[src/rtl/irqm_pkg.sv]
package irqm_pkg;
  typedef enum logic [2:0] {
    SEL_MASK = 3'd0,
    SEL_STAT = 3'd1,
    SEL_RAW  = 3'd2,
    SEL_ENP  = 3'd3,
    SEL_DISP = 3'd4
  } rd_sel_e;

  localparam int SRC_RX_TRIG  = 0;
  localparam int SRC_RX_EMPTY = 1;
  localparam int SRC_RX_FULL  = 2;
  localparam int SRC_TX_EMPTY = 3;
  localparam int SRC_TX_FULL  = 4;
  localparam int SRC_OVERRUN  = 5;
  localparam int SRC_FRAMING  = 6;
  localparam int SRC_PARITY   = 7;
  localparam int SRC_TIMEOUT  = 8;
  localparam int SRC_MODEM    = 9;
  localparam int SRC_COUNT    = 10;
endpackage

[src/rtl/irqm_mask.sv]
module irqm_mask #(
  parameter int N = 10
) (
  input  logic         clk,
  input  logic         rst_n,
  input  logic         set_we,
  input  logic [N-1:0] set_bits,
  input  logic         clr_we,
  input  logic [N-1:0] clr_bits,
  output logic [N-1:0] set_vec,
  output logic [N-1:0] clr_vec,
  output logic [N-1:0] msk_q
);
  // Disable beats enable when both name the same bit.
  function automatic logic [N-1:0] next_mask(input logic [N-1:0] cur,
                                             input logic [N-1:0] s,
                                             input logic [N-1:0] c);
    return (cur | s) & ~c;
  endfunction

  assign set_vec = set_we ? set_bits : '0;
  assign clr_vec = clr_we ? clr_bits : '0;

  always_ff @(posedge clk) begin
    if (!rst_n) msk_q <= '0;
    else        msk_q <= next_mask(msk_q, set_vec, clr_vec);
  end
endmodule

[src/rtl/irqm_status.sv]
module irqm_status #(
  parameter int N = 10
) (
  input  logic         clk,
  input  logic         rst_n,
  input  logic [N-1:0] evt,
  input  logic [N-1:0] msk,
  input  logic         clr_we,
  input  logic [N-1:0] clr_bits,
  output logic [N-1:0] arm_vec,
  output logic [N-1:0] wipe_vec,
  output logic [N-1:0] sts_q,
  output logic [N-1:0] raw_q
);
  // Event beats clear when both hit the same bit.
  function automatic logic [N-1:0] next_status(input logic [N-1:0] cur,
                                               input logic [N-1:0] arm,
                                               input logic [N-1:0] wipe);
    return (cur & ~wipe) | arm;
  endfunction

  assign arm_vec  = evt & msk;
  assign wipe_vec = clr_we ? clr_bits : '0;

  always_ff @(posedge clk) begin
    if (!rst_n) begin
      sts_q <= '0;
      raw_q <= '0;
    end else begin
      sts_q <= next_status(sts_q, arm_vec, wipe_vec);
      raw_q <= evt;
    end
  end
endmodule

[src/rtl/irqm_rdmux.sv]
module irqm_rdmux
  import irqm_pkg::*;
#(
  parameter int N = 10
) (
  input  logic [2:0]   sel,
  input  logic [N-1:0] msk,
  input  logic [N-1:0] sts,
  input  logic [N-1:0] raw,
  output logic [N-1:0] data
);
  always_comb begin
    unique case (rd_sel_e'(sel))
      SEL_MASK: data = msk;
      SEL_STAT: data = sts;
      SEL_RAW:  data = raw;
      default:  data = '0;
    endcase
  end
endmodule

[src/rtl/irq_mask_ctrl.sv]
module irq_mask_ctrl #(
  parameter int NSRC = 10
) (
  input  logic            clk,
  input  logic            rst_n,
  input  logic            en_we,
  input  logic [NSRC-1:0] en_bits,
  input  logic            dis_we,
  input  logic [NSRC-1:0] dis_bits,
  input  logic            clr_we,
  input  logic [NSRC-1:0] clr_bits,
  input  logic [NSRC-1:0] evt_i,
  input  logic [2:0]      rd_sel,
  output logic [NSRC-1:0] rd_data,
  output logic            irq_o
);
  logic [NSRC-1:0] msk_q, sts_q, raw_q;
  logic [NSRC-1:0] set_vec, clr_vec, arm_vec, wipe_vec;
  logic            pend_any;
  logic            irq_q;

  irqm_mask #(.N(NSRC)) u_mask (
    .clk(clk), .rst_n(rst_n),
    .set_we(en_we), .set_bits(en_bits),
    .clr_we(dis_we), .clr_bits(dis_bits),
    .set_vec(set_vec), .clr_vec(clr_vec), .msk_q(msk_q)
  );

  irqm_status #(.N(NSRC)) u_stat (
    .clk(clk), .rst_n(rst_n),
    .evt(evt_i), .msk(msk_q),
    .clr_we(clr_we), .clr_bits(clr_bits),
    .arm_vec(arm_vec), .wipe_vec(wipe_vec),
    .sts_q(sts_q), .raw_q(raw_q)
  );

  irqm_rdmux #(.N(NSRC)) u_rd (
    .sel(rd_sel), .msk(msk_q), .sts(sts_q), .raw(raw_q), .data(rd_data)
  );

  assign pend_any = |(sts_q & msk_q);

  always_ff @(posedge clk) begin
    if (!rst_n) irq_q <= 1'b0;
    else        irq_q <= pend_any;
  end

  assign irq_o = irq_q;
endmodule

[config.mk]
export PLATFORM = sky130hd
export DESIGN_NAME = irq_mask_ctrl
export DESIGN_NICKNAME = d
export VERILOG_FILES = /design/src/rtl/irqm_pkg.sv /design/src/rtl/irqm_mask.sv /design/src/rtl/irqm_status.sv /design/src/rtl/irqm_rdmux.sv /design/src/rtl/irq_mask_ctrl.sv
export SDC_FILE = /design/constraint.sdc
export NUM_CORES = 1
export LEC_CHECK = 0
export ABC_AREA = 1
export BUFFER_PORTS_ARGS = -buffer_cell sky130_fd_sc_hd__buf_4
export CAP_MARGIN = 15
export CELL_PAD_IN_SITES_DETAIL_PLACEMENT = 1
export CELL_PAD_IN_SITES_GLOBAL_PLACEMENT = 1
export CORE_ASPECT_RATIO = 1.4
export CORE_UTILIZATION = 33
export CTS_BUF_LIST = sky130_fd_sc_hd__clkbuf_4 sky130_fd_sc_hd__clkbuf_8
export CTS_CLUSTER_DIAMETER = 40
export CTS_CLUSTER_SIZE = 14
export DETAILED_ROUTE_END_ITERATION = 8
export GPL_TIMING_DRIVEN = 1
export PLACE_DENSITY_LB_ADDON = 0.25
export SYNTH_ARGS = -nofsm -noshare
export SYNTH_HDL_FRONTEND = slang
export SYNTH_SLANG_ARGS = --single-unit
[constraint.sdc]
create_clock -name clk -period 0.9 [get_ports clk]
set_input_delay 0.135 -clock clk [delete_from_list [all_inputs] [get_ports clk]]
set_output_delay 0.135 -clock clk [all_outputs]
set_load 0.005 [all_outputs]
==> impl_results.md <==
- Outcome: finished with violations
- Failing checks: negative setup slack
- Final Skew: between 0.0015 and 0.002 ns
- Clock tree buffer depth: 2
- Initial antenna violation count: 0
- Setup violations, final: 11
- Synth warn: 0
- # IOs: around 60
- Synth top area share: 0.4751
- Worst Reg-to-Reg Cells: 7
- Cell count after synthesis: 183
- Top post-synthesis cells by area: dfxtp_1 (48%), nand2_1 (25%), nand3_1 (8.0%)
- Pin count of the biggest net entering global routing: 13
- First-pass GRT wire length: between 6000 and 7000 um
- Crit-path max FO: 4
- Delay-heaviest family, CP: flip-flops
- Share of cells above drive strength 1: 0.5703
- Final Wtd Congestion: ~0.73
- Setup crit end kind: primary output
- Met2 wire length: about 2300 um
- Number of global-route vias before repair: 1,575
- CP Data Required Time: ~0.76 ns
- Slew headroom: 0.8357
- Ratio of final minimum period to clock period: 1.128
- CTS tree: yes
- Grt total ovfl: 0
- Setup Crit Path Kind: reg2out
- RSZ-0062 raised after global routing: yes
- Critical path's largest stage delay: 0.36 ns
- TritonCTS buffer count: 5
- Synthesized area per cell: 7.138 um2
- GRT Overall Usage: 0.2270
- Slew Limit Fails: 0
- Commonest cells in the netlist: nand2_1 (86), dfxtp_1 (31), nand3_1 (21)
- Rows: 26
- Average wire per standard cell: between 10 and 15 um
- DRC Markers: 0
- Die Ht: 76.44 um
- CP Depth: 3
- Cell area after layout: 0.002180 mm2
- Cells along the critical path: nand2_2, nand3_2, buf_6
- Final wirelength: around 4300 um
- Vias per cell: around 5
- Cell Area, Synth: between 0.001 and 0.0015 mm2
- Seq cells post-synth: 31
- Critical Path AT: ~0.88 ns
- Antenna diodes: 0
- Count leader, synth: nand2_1
- Final min period: about 1 ns
- Seq/Total Area, Yosys: 0.4751
- Synth cell types: 13
- 1st-pass router iterations: 4
- Hold path cells: 2
- Core Area: ~0.0037 mm2
- Top routing layer in use: met4
- Wire length on met1: ~1800 um
- Fin. Hold Viols: 0
- Pleak: roughly 1.1 nW
- Initial DRC Count: 10
- Max Freq: 0.9849 GHz
- Max cap viols: 0
- Slowest CP cell: dfxtp_4
- Pwr dens: roughly 1400 mW/mm2
- Hold slack final: ~0.020 ns
- Syn_nets: ~230
- Total power: between 3 and 4 mW
- Fraction of registers with async set/reset: 0
- Placed cell areas: roughly 0.0018 mm2
- Worst min path class: in2reg
- Root Driver: clkbuf_8
- Startpoint types: flop
- Worst-skew pair later-pin latency: roughly 0.28 ns
- Vias: approximately 1,500
- CTS Sinks: 31
- Nets: between 300 and 400
- Final HPWL DP: 2897 um
- Crit path buf inv count: 1
- H-tree depth: 2
- Routed wl met3: 166 um
- Die Area: 0.004218 mm2
- Area leader, netlist: dfxtp_1
- Port bufs: 58
- Area growth syn-to-layout: 66.86%
- Worst-Margin Slew: between 0.2 and 0.25 ns
- Antenna Violating Nets Remaining: 0
- Number of synthesized flops with an enable pin: 0
- Final Worst Setup Slack: -0.1153 ns
- Ys flop type: dfxtp_1
- Die width: approximately 55 um
- Max VDD drop: just over 0.0009 V
- Initial Util: 0.3522
- Worst-path clk slew: 0.07 ns
## power breakdown
| part | total, mW | internal, mW | switching [mW] |
|---|---|---|---|
| Sequential | 1.49 | 1.44 | 0.0507 |
| Clock | 1.05 | 0.528 | 0.526 |
| Combinational | 0.487 | 0.271 | 0.216 |
## stage by stage
step                worst slack [ns]  utilization  TNS, ns  cells
floorplan                     0.1467            -        0    183
detailed placement           -0.1884       0.4987   -1.694    285
global placement             -0.1534       0.4987   -1.461    285
finish                       -0.1153       0.5877   -1.064    298
CTS                          -0.1502       0.5752   -1.534    298
global route                 -0.1615       0.5877   -1.593    298
## cells in the final DEF, fill, tap and decap left out, drive strengths merged
cell and count:
nand3 21, clkinv 3, a211oi 10, inv 14
clkbuf 5, dfxtp 31, buf 70, nor2 3
nand2 87, a21oi 10, nor3 2
## layer usage
metal / track usage / up-vias
li1: - / 735
met1: 0.2602 / 705
met2: 0.3867 / 40
met3: 0.05389 / 7
met4: 0.08250 / 0
met5: 0 / -
## path summary, 6_finish.rpt
path	from	to	slack (ns)
worst max register to register	u_mask.msk_q[1]	irq_o	-0.04
worst min-delay path	dis_bits[2]	u_mask.msk_q[2]	0.02
worst max-delay path	u_mask.msk_q[6]	rd_data[6]	-0.12
worst min register to register	u_stat.sts_q[1]	u_stat.sts_q[1]	0.48
## registers in the layout, indices dropped and copies added, names as in the netlist
signal,count
u_mask.msk_q,10
u_stat.raw_q,10
u_stat.sts_q,10
irq_o,1
## cell families after synthesis
family | share of synthesized area
buffers and inverters | 0.05747
AND/OR/NAND/NOR | 0.3717
AO/OA/AOI/OAI | 0.09579
flip-flops | 0.4751
## cell type report
class | count | area (um2)
clock buffers | 5 | 68.82
inverters | 14 | 55.05
fillers | 452 | 1529
well taps | 42 | 52.55
repair buffers | 70 | 609.3
multi-input cells | 133 | 723.2
clock inverters | 3 | 15.01
flip-flops and latches | 31 | 655.6
## timing repair
item	4_1_cts	5_1_grt
buffers inserted	4	2
gates resized for setup	46	34
gates cloned	1	0
pin swaps	9	19
endpoints found under the setup margin	10	11
hold buffers	0	0
Note: power is estimated with default switching activity, not from simulation.
